File: config.mk
export PLATFORM = sky130hd
export DESIGN_NAME = ctx_seq
export DESIGN_NICKNAME = d
export VERILOG_FILES = /design/src/rtl/ctx_pkg.sv /design/src/rtl/ctx_start_arb.sv /design/src/rtl/ctx_frame_addr.sv /design/src/rtl/ctx_seq.sv
export SDC_FILE = /design/constraint.sdc
export NUM_CORES = 1
export LEC_CHECK = 0
export ABC_CLOCK_PERIOD_IN_PS = 7000
export BUFFER_PORTS_ARGS = -buffer_cell sky130_fd_sc_hd__buf_2
export CAP_MARGIN = 10
export CELL_PAD_IN_SITES_DETAIL_PLACEMENT = 0
export CELL_PAD_IN_SITES_GLOBAL_PLACEMENT = 1
export CORE_ASPECT_RATIO = 1.2
export CORE_MARGIN = 5
export CORE_UTILIZATION = 35
export CTS_CLUSTER_SIZE = 10
export DETAILED_ROUTE_END_ITERATION = 12
export GPL_ROUTABILITY_DRIVEN = 0
export PLACE_DENSITY_LB_ADDON = 0.1
export SLEW_MARGIN = 20
export SYNTH_ARGS = -nofsm -noshare
export SYNTH_HDL_FRONTEND = slang
export SYNTH_SLANG_ARGS = --single-unit
File: constraint.sdc
create_clock -name clk -period 7 [get_ports clk]
set_clock_uncertainty 0.1 [all_clocks]
set_input_delay 0.7 -clock clk [delete_from_list [all_inputs] [get_ports clk]]
set_output_delay 0.7 -clock clk [all_outputs]
set_load 0.02 [all_outputs]
File: src/rtl/ctx_pkg.sv
package ctx_pkg;

    typedef enum logic [1:0] {
        OP_CALL = 2'd0,
        OP_RET  = 2'd1,
        OP_IRQ  = 2'd2
    } ctx_op_e;

    typedef enum logic [2:0] {
        ST_IDLE = 3'd0,
        ST_SAVE = 3'd1,
        ST_VEC  = 3'd2,
        ST_LOAD = 3'd3,
        ST_FIN  = 3'd4,
        ST_ERR  = 3'd5
    } ctx_state_e;

    // Operations that write a frame to the stack
    function automatic logic op_saves(input ctx_op_e op);
        return (op == OP_CALL) || (op == OP_IRQ);
    endfunction

endpackage

File: src/rtl/ctx_start_arb.sv
module ctx_start_arb
    import ctx_pkg::*;
#(
    parameter int XLEN  = 64,
    parameter int LEN_W = 4
) (
    input  logic             clk,
    input  logic             rst,
    input  logic             idle,
    input  logic             irq_req,
    input  logic             call_start,
    input  logic             ret_start,
    input  logic [XLEN-1:0]  call_target,
    input  logic [LEN_W-1:0] call_len,
    output logic             go,
    output ctx_op_e          go_op,
    output logic [XLEN-1:0]  go_tgt,
    output logic [LEN_W-1:0] go_len
);

    logic             pend_q;
    ctx_op_e          pend_op_q;
    logic [XLEN-1:0]  pend_tgt_q;
    logic [LEN_W-1:0] pend_len_q;

    logic collide;
    assign collide = idle && !pend_q && irq_req && (call_start || ret_start);

    always_comb begin
        go     = 1'b0;
        go_op  = OP_CALL;
        go_tgt = call_target;
        go_len = call_len;
        if (idle) begin
            if (pend_q) begin
                go     = 1'b1;
                go_op  = pend_op_q;
                go_tgt = pend_tgt_q;
                go_len = pend_len_q;
            end else if (irq_req) begin
                go    = 1'b1;
                go_op = OP_IRQ;
            end else if (call_start) begin
                go    = 1'b1;
                go_op = OP_CALL;
            end else if (ret_start) begin
                go    = 1'b1;
                go_op = OP_RET;
            end
        end
    end

    always_ff @(posedge clk) begin
        if (rst) begin
            pend_q     <= 1'b0;
            pend_op_q  <= OP_CALL;
            pend_tgt_q <= '0;
            pend_len_q <= '0;
        end else if (collide) begin
            pend_q     <= 1'b1;
            pend_op_q  <= call_start ? OP_CALL : OP_RET;
            pend_tgt_q <= call_target;
            pend_len_q <= call_len;
        end else if (idle && pend_q) begin
            pend_q <= 1'b0;
        end
    end

    AST_PEND_IS_DEFERRED: assert property (@(posedge clk) disable iff (rst)
        pend_q |-> !(go && go_op == OP_IRQ)) else $error("deferred start lost priority");

endmodule

File: src/rtl/ctx_frame_addr.sv
module ctx_frame_addr #(
    parameter int XLEN     = 64,
    parameter int IDX_W    = 4,
    parameter int WB_SHIFT = 3
) (
    input  logic [XLEN-1:0]  sp,
    input  logic [IDX_W-1:0] idx,
    input  logic             upward,
    output logic [XLEN-1:0]  addr
);

    logic [IDX_W:0]   slot;
    logic [XLEN-1:0]  offset;

    always_comb begin
        // Saving walks down from SP-8, restoring walks up from SP
        slot   = upward ? {1'b0, idx} : ({1'b0, idx} + (IDX_W+1)'(1));
        offset = XLEN'(slot) << WB_SHIFT;
        addr   = upward ? (sp + offset) : (sp - offset);
    end

endmodule

File: src/rtl/ctx_seq.sv
module ctx_seq
    import ctx_pkg::*;
#(
    parameter int               XLEN     = 64,
    parameter int               NREG     = 15,
    parameter int               LEN_W    = 4,
    parameter logic [XLEN-1:0]  VEC_ADDR = '0,
    localparam int              RF_AW    = $clog2(NREG + 1)
) (
    input  logic             clk,
    input  logic             rst,
    input  logic             arch_load,
    input  logic [XLEN-1:0]  arch_pc,
    input  logic [XLEN-1:0]  arch_sp,
    input  logic             call_start,
    input  logic [XLEN-1:0]  call_target,
    input  logic [LEN_W-1:0] call_len,
    input  logic             ret_start,
    input  logic             irq_req,
    output logic [RF_AW-1:0] rf_addr,
    input  logic [XLEN-1:0]  rf_rdata,
    output logic             rf_we,
    output logic [XLEN-1:0]  rf_wdata,
    output logic             mem_req,
    output logic             mem_we,
    output logic [XLEN-1:0]  mem_addr,
    output logic [XLEN-1:0]  mem_wdata,
    input  logic [XLEN-1:0]  mem_rdata,
    input  logic             mem_ack,
    output logic [XLEN-1:0]  pc_o,
    output logic [XLEN-1:0]  sp_o,
    output logic             done,
    output logic             err
);

    localparam int              WORD_BYTES  = XLEN / 8;
    localparam int              WB_SHIFT    = $clog2(WORD_BYTES);
    localparam int              FRAME_WORDS = NREG + 1;
    localparam logic [XLEN-1:0] FRAME_BYTES = XLEN'(FRAME_WORDS * WORD_BYTES);
    localparam logic [RF_AW-1:0] LAST_IDX   = RF_AW'(NREG);

    ctx_state_e       state_q;
    ctx_op_e          op_q;
    logic [RF_AW-1:0] idx_q;
    logic [XLEN-1:0]  tgt_q, ret_pc_q, pc_q, sp_q;

    logic             idle, misaligned;
    logic             arb_go;
    ctx_op_e          arb_op;
    logic [XLEN-1:0]  arb_tgt;
    logic [LEN_W-1:0] arb_len;
    logic [XLEN-1:0]  frame_addr;

    assign idle       = (state_q == ST_IDLE);
    assign misaligned = |sp_q[WB_SHIFT-1:0];

    ctx_start_arb #(.XLEN(XLEN), .LEN_W(LEN_W)) u_arb (
        .clk         (clk),
        .rst         (rst),
        .idle        (idle),
        .irq_req     (irq_req),
        .call_start  (call_start),
        .ret_start   (ret_start),
        .call_target (call_target),
        .call_len    (call_len),
        .go          (arb_go),
        .go_op       (arb_op),
        .go_tgt      (arb_tgt),
        .go_len      (arb_len)
    );

    ctx_frame_addr #(.XLEN(XLEN), .IDX_W(RF_AW), .WB_SHIFT(WB_SHIFT)) u_addr (
        .sp     (sp_q),
        .idx    (idx_q),
        .upward (state_q == ST_LOAD),
        .addr   (frame_addr)
    );

    // Datapath toward memory and register file
    always_comb begin
        mem_req   = (state_q == ST_SAVE) || (state_q == ST_VEC) || (state_q == ST_LOAD);
        mem_we    = (state_q == ST_SAVE);
        mem_addr  = (state_q == ST_VEC) ? VEC_ADDR : frame_addr;
        rf_addr   = (state_q == ST_LOAD) ? (LAST_IDX - idx_q) : idx_q;
        mem_wdata = (idx_q == '0) ? ret_pc_q : rf_rdata;
        rf_we     = (state_q == ST_LOAD) && mem_ack && (idx_q != LAST_IDX);
        rf_wdata  = mem_rdata;
        done      = (state_q == ST_FIN) || (state_q == ST_ERR);
        err       = (state_q == ST_ERR);
        pc_o      = pc_q;
        sp_o      = sp_q;
    end

    always_ff @(posedge clk) begin
        if (rst) begin
            state_q  <= ST_IDLE;
            op_q     <= OP_CALL;
            idx_q    <= '0;
            tgt_q    <= '0;
            ret_pc_q <= '0;
            pc_q     <= '0;
            sp_q     <= '0;
        end else begin
            case (state_q)
                ST_IDLE: begin
                    if (arb_go) begin
                        op_q     <= arb_op;
                        tgt_q    <= arb_tgt;
                        idx_q    <= '0;
                        ret_pc_q <= (arb_op == OP_CALL)
                                    ? pc_q + {{(XLEN-LEN_W){1'b0}}, arb_len}
                                    : pc_q;
                        if (misaligned)
                            state_q <= ST_ERR;
                        else if (op_saves(arb_op))
                            state_q <= ST_SAVE;
                        else
                            state_q <= ST_LOAD;
                    end else if (arch_load) begin
                        pc_q <= arch_pc;
                        sp_q <= arch_sp;
                    end
                end
                ST_SAVE: begin
                    if (mem_ack) begin
                        if (idx_q == LAST_IDX) begin
                            idx_q <= '0;
                            sp_q  <= sp_q - FRAME_BYTES;
                            if (op_q == OP_IRQ) begin
                                state_q <= ST_VEC;
                            end else begin
                                pc_q    <= tgt_q;
                                state_q <= ST_FIN;
                            end
                        end else begin
                            idx_q <= idx_q + RF_AW'(1);
                        end
                    end
                end
                ST_VEC: begin
                    if (mem_ack) begin
                        pc_q    <= mem_rdata;
                        state_q <= ST_FIN;
                    end
                end
                ST_LOAD: begin
                    if (mem_ack) begin
                        if (idx_q == LAST_IDX) begin
                            idx_q   <= '0;
                            pc_q    <= mem_rdata;
                            sp_q    <= sp_q + FRAME_BYTES;
                            state_q <= ST_FIN;
                        end else begin
                            idx_q <= idx_q + RF_AW'(1);
                        end
                    end
                end
                default: state_q <= ST_IDLE;
            endcase
        end
    end

    AST_REQ_HELD: assert property (@(posedge clk) disable iff (rst)
        (mem_req && !mem_ack) |=> (mem_req && $stable(mem_addr) && $stable(mem_we) && $stable(mem_wdata)))
        else $error("request dropped or changed before ack");

    AST_WORD_ALIGNED: assert property (@(posedge clk) disable iff (rst)
        mem_req |-> (mem_addr[WB_SHIFT-1:0] == '0)) else $error("unaligned access");

    AST_DONE_ONE_CYCLE: assert property (@(posedge clk) disable iff (rst)
        done |=> !done) else $error("done longer than one cycle");

    AST_MISALIGN_QUIET: assert property (@(posedge clk) disable iff (rst)
        (idle && arb_go && misaligned) |=> (err && done && !mem_req)) else $error("misaligned start not flagged");

    AST_RF_WRITE_ON_READ: assert property (@(posedge clk) disable iff (rst)
        rf_we |-> (mem_req && !mem_we && mem_ack)) else $error("register write without read ack");

    AST_IRQ_BEATS_CALL: assert property (@(posedge clk) disable iff (rst)
        (idle && $past(state_q) == ST_IDLE && irq_req && call_start && !misaligned)
        |=> (state_q == ST_SAVE && op_q == OP_IRQ)) else $error("call taken before interrupt");

endmodule

* Yosys cells after proc, flatten, opt, wreduce, memory -nomap -nowiden
Cells that the tools add are included.
Cells by class: bitwise operators 0, reductions and logical operators 26, $lt $le $gt $ge 0, div/mod/pow operators 0, shifts and indexed selects 0, multipliers 0, equality and inequality tests 19, muxes and demuxes 52, add/subtract/negate cells 8
Operator list (number):
- 2-to-1 mux 64 bit | 19
- one-hot mux 64 bit (4 select lines) | 1
- one-hot mux 64 bit (3 select lines) | 1
- adder 64 x 4 -> 64 bit | 1
- adder 64 x 8 -> 64 bit | 1
- adder 64 x 8 -> 64 bit (second input constant) | 1
- subtractor 64 x 8 -> 64 bit | 1
- subtractor 64 x 8 -> 64 bit (second input constant) | 1
- 2-to-1 mux 3 bit | 8
- 2-to-1 mux 4 bit | 6
- != test 2 bit (second input constant) | 7
- one-hot mux 3 bit (4 select lines) | 1
- 2-to-1 mux 2 bit | 5
- 2-to-1 mux 1 bit | 9
- AND reduction 9 bit | 1
- one-hot mux 4 bit (2 select lines) | 1
- AND reduction 7 bit | 1
- == test 3 x 2 -> 1 bit (second input constant) | 2
- == test 3 bit (second input constant) | 2
- logical AND 1 bit | 6
- != test 2 x 1 -> 1 bit (second input constant) | 3
- AND reduction 6 bit | 1
- adder 4 x 1 -> 5 bit (second input constant) | 1
- logical OR 1 bit | 5
- 18 further kinds | 20
Word-level totals: output and inout bits 329, memories kept 0, bits in read-only memories 0, input port bits 331, memory bits (writable) 0, latch bits 0, register bits 336

* Longest topological paths before layout
depth in word-level cells 11, depth in mapped cells 21

* Modules after synthesis
A second synthesis with hierarchy kept.
Second synthesis, totals: cell total of the unflattened synthesis 3345, area, all modules 25476.9 sq um
Modules (own cells, without submodules):
- ctx_seq | area an instance 17355.4 sq um, times used 1, cells each 2341, seq. area each 5305.1 sq um
- ctx_frame_addr | area an instance 4170.2 sq um, times used 1, cells each 619, seq. area each 0.0 sq um
- ctx_start_arb | area an instance 3951.3 sq um, times used 1, cells each 385, seq. area each 1401.3 sq um

* Least setup slack after synthesis
OpenSTA, ideal clock, no wires.
path type reg2out, start point register state_q[1], end point output mem_addr[48], arrival time 5973 ps, stages on the path, launching flop included 20, setup slack 227 ps, cell sequence dfxtp_1 clkbuf_1 nand2_1 clkbuf_1 a21oi_1 ha_1 a21boi_0 ha_1 nor2_1 ha_1 a21oi_1 o21a_1 nor2_1 o31a_1 a221o_1 a21oi_1 o21ai_0 a41oi_1 xor2_1 nor2_1
Between the ends: cells in the longest elaborated chain, start to end 5
RTL lines:
- start, declared | RTL line ctx_seq.sv:42 | ctx_state_e state_q;
- start signal, assigned | RTL line ctx_seq.sv:96 | state_q <= ST_IDLE;
- start signal, assigned | RTL line ctx_seq.sv:114 | state_q <= ST_ERR;
- start signal, assigned | RTL line ctx_seq.sv:116 | state_q <= ST_SAVE;
- == test 3 x 2 -> 1 bit | RTL line ctx_seq.sv:75 | .upward (state_q == ST_LOAD),
- 2-to-1 mux 5 bit | RTL line ctx_frame_addr.sv:17 | slot = upward ? {1'b0, idx} : ({1'b0, idx} + (IDX_W+1)'(1));
- subtractor 64 x 8 -> 64 bit / adder 64 x 8 -> 64 bit (equally long branches) | RTL line ctx_frame_addr.sv:19 | addr = upward ? (sp + offset) : (sp - offset);
- 2-to-1 mux 64 bit | RTL line ctx_frame_addr.sv:19
- 2-to-1 mux 64 bit * | RTL line ctx_seq.sv:83 | mem_addr = (state_q == ST_VEC) ? VEC_ADDR : frame_addr;
- end, declared | RTL line ctx_seq.sv:26 | output logic [XLEN-1:0] mem_addr,
Every way passes the cells marked *; elsewhere a longest branch is shown, timed or not.

* Worst setup path after layout
start point register state_q[0], end point output mem_addr[62]
Same word-level chain as after synthesis.

==> flow_summary.yaml <==
finish:
  n_fill_cell: 7163
  final_common_cell: "buf_2"
  area_growth_pct: 20.2
  layout_common_cells: "buf_2, nor2_1, a21oi_1, nand2_1, dfxtp_1"
  multi_input_area_um2: 16100
  finish.utilization_pct: 42.4
  final_nets: 4107
  seq_area_um2: 6720
  drive_above_1_share_pct: 23.5
floorplan:
  fp.dieArea_um2: 74400
  die_w_um: 250
  coreArea_um2: 68400
  std_cell_rows: 105
  die_y_um: 298
  start_util_pct: 35.3
  io_pins: 660
yosys:
  syn_area_per_cell_um2: 7.55
  synth_ff_type: "dfxtp_1"
  yosysSeqAreaShare_pct: 27.8
  synth_edf_count: 0
  synth_nets: 3658
  synthCells: 3200
  synth_area_leader_cell: "dfxtp_1"
  ys_warn_count: 0
  synth_top_cell_area_share_pct: 27.8
  synth_area_leaders: "dfxtp_1, a21oi_1, nor2_1"
  synthesis.area_um2: 24100
  ys_ff_latch: 335
  ys_types: 77
  async_flop_share_pct: 0
route:
  firstDrtPassIters: 5
  drtAntennaViolNets: 0
  avgViaCountPerCell: 5.59
  drc: 0
  drt_iter0_drc: 1571
  dr_total_vias: 25694
  totalWireLength_mm: 104
  routedWlPerCell_um: 22.7
sta:
  min_period_over_period_pct: 95.9
  setup_viol: 0
  fin_setup_tns_ps: 0
  fmax_ghz: 0.149
  worstMarginPinSlew_ps: 1120
  hold_violations: 0
  slew_headroom_pct: 25.3
  slew_viol_final: 0
  fin_crit_ps: 6710
clocking:
  clock_latency_ps: 590
  htreeDepth: 2
  clock_path_buffers: 3
  clockRootBuffer: "clkbuf_16"
  cts_made_buffers: 42
  cts_tree: "yes"
  clk_pin_slew_ps: 50
  cts_sinks: 335
power:
  p_total_mw: 9.93
  p_leak_nw: 13.0
  peakVddDrop_uv: 217
  p_per_area_nw_per_um2: 342
global_route:
  grt.total_usage_pct: 26.4
  grt_max_degree: 200
  grt_overflow: 0
  grt_pass1_vias: 25292
  grt_pass1_wl_mm: 156
  antenna_found_initial: 42
placement:
  dp_hpwl_mm: 77.8
  port_buffers: 659
hold_path:
  hold_class: "primary input to register"
worst_setup_path:
  path_class: "register to primary output"
  path_max_fanout: 16
  end_kind: "primary output"
  critPathRequiredTime_ps: 6200
  startpoint_type: "register"
  crit_arrival_ps: 5910
outcome:
  outcome: "finished clean"
flow_run:
  maxCapViolations: 0
==> cells in the mapped netlist (56+ instances only) <==
cell and number:
nand3_1 56, dfxtp_1 335, mux2_2 68, nand2_1 335
ha_1 124, nor2_1 423, a221oi_1 68, clkbuf_1 207
buf_4 64, xnor2_1 90, o21ai_0 129, a211oi_1 181
mux2i_1 72, a21oi_1 362, xor2_1 80, a21o_1 63
nor2b_1 77
==> area by class of cell <==
class / instances / area share (%)
clock buffers: 53 / 3.97
clock inverters: 8 / 0.379
well taps: 909 / 3.92
repair buffers: 697 / 12.6
diodes: 18 / 0.155
multi-input cells: 2535 / 55.3
inverters: 38 / 0.505
flip-flops and latches: 335 / 23.2
==> registers in the layout, summed over array words and instances, names as in the netlist <==
| signal | count |
|---|---|
| u_arb.pend_op_q | 1 |
| tgt_q | 64 |
| ret_pc_q | 64 |
| u_arb.pend_len_q | 4 |
| sp_o | 64 |
| idx_q | 4 |
| pc_o | 64 |
| state_q | 3 |
| op_q | 2 |
| u_arb.pend_q | 1 |
| u_arb.pend_tgt_q | 64 |
==> critical path, stage by stage, from the launching register on <==
cell        delay, ps
dfxtp_4           330
nor2b_4           120
nand2_2           270
clkinvlp_4        250
xnor2_1           280
ha_1              300
a21boi_0          300
ha_1              210
nor2_1             50
buf_4             230
ha_1              420
nand2_1           170
or4_1             580
nor2_1            110
o21ai_0           260
a21oi_1           250
a211o_1           250
a21boi_0          120
o21ba_2           230
o21ai_1           170
mux2i_1           200
buf_2             190
==> path summary, 6_finish.rpt <==
check	startpoint	endpoint	slack, ps	cells after the start
max reg2reg	state_q[1]	ret_pc_q[49]	2120	15
max	state_q[0]	mem_addr[62]	290	21
min	call_target[3]	u_arb.pend_tgt_q[3]	260	3
min reg2reg	u_arb.pend_tgt_q[0]	u_arb.pend_tgt_q[0]	350	2
==> report_power, final <==
group / internal (mW) / leakage (nW) / switching [mW] / total, mW
logic: 1.90 / 9.61 / 3.34 / 5.24
clock network: 1.19 / 0.623 / 0.889 / 2.08
registers: 2.26 / 2.75 / 0.350 / 2.61
total: 5.35 / 13.0 / 4.58 / 9.93
==> metal layers <==
metal / part of all wire, % / global-route usage, %
met1: 39 / 31.1
met2: 50 / 47.3
met3: 6.7 / 5.30
met4: 3.8 / 9.54
met5: 0.23 / 0
==> through the flow <==
stage,setup slack [ps],area [µm²],cells,hold WS [ps]
after global placement,762,27600,4508,338
after CTS,52.0,28900,4571,220
after detailed placement,467,27700,4510,346
after floorplan,227,24100,3200,333
final,287,29000,4593,263
after global routing,-55.9,29000,4582,247
==> kinds of logic after synthesis <==
logic type                 Yosys count  synth area share [%]
muxes                              140                  6.16
and+or+nand+nor                   1110                  20.8
xor gates and xnor gates           170                  6.17
AOI/OAI and AO/OA                  988                  26.3
buffers and inverters              330                  6.15
adders and majority gates          127                  6.67
DFF                                335                  27.8
==> what timing repair did <==
action,CTS,global route
setup endpoints to repair,3,12
gates resized for setup,1,5
setup buffers,0,4
cloned,0,0
hold buffers,0,0
Note: power is estimated with default switching activity, not from simulation.
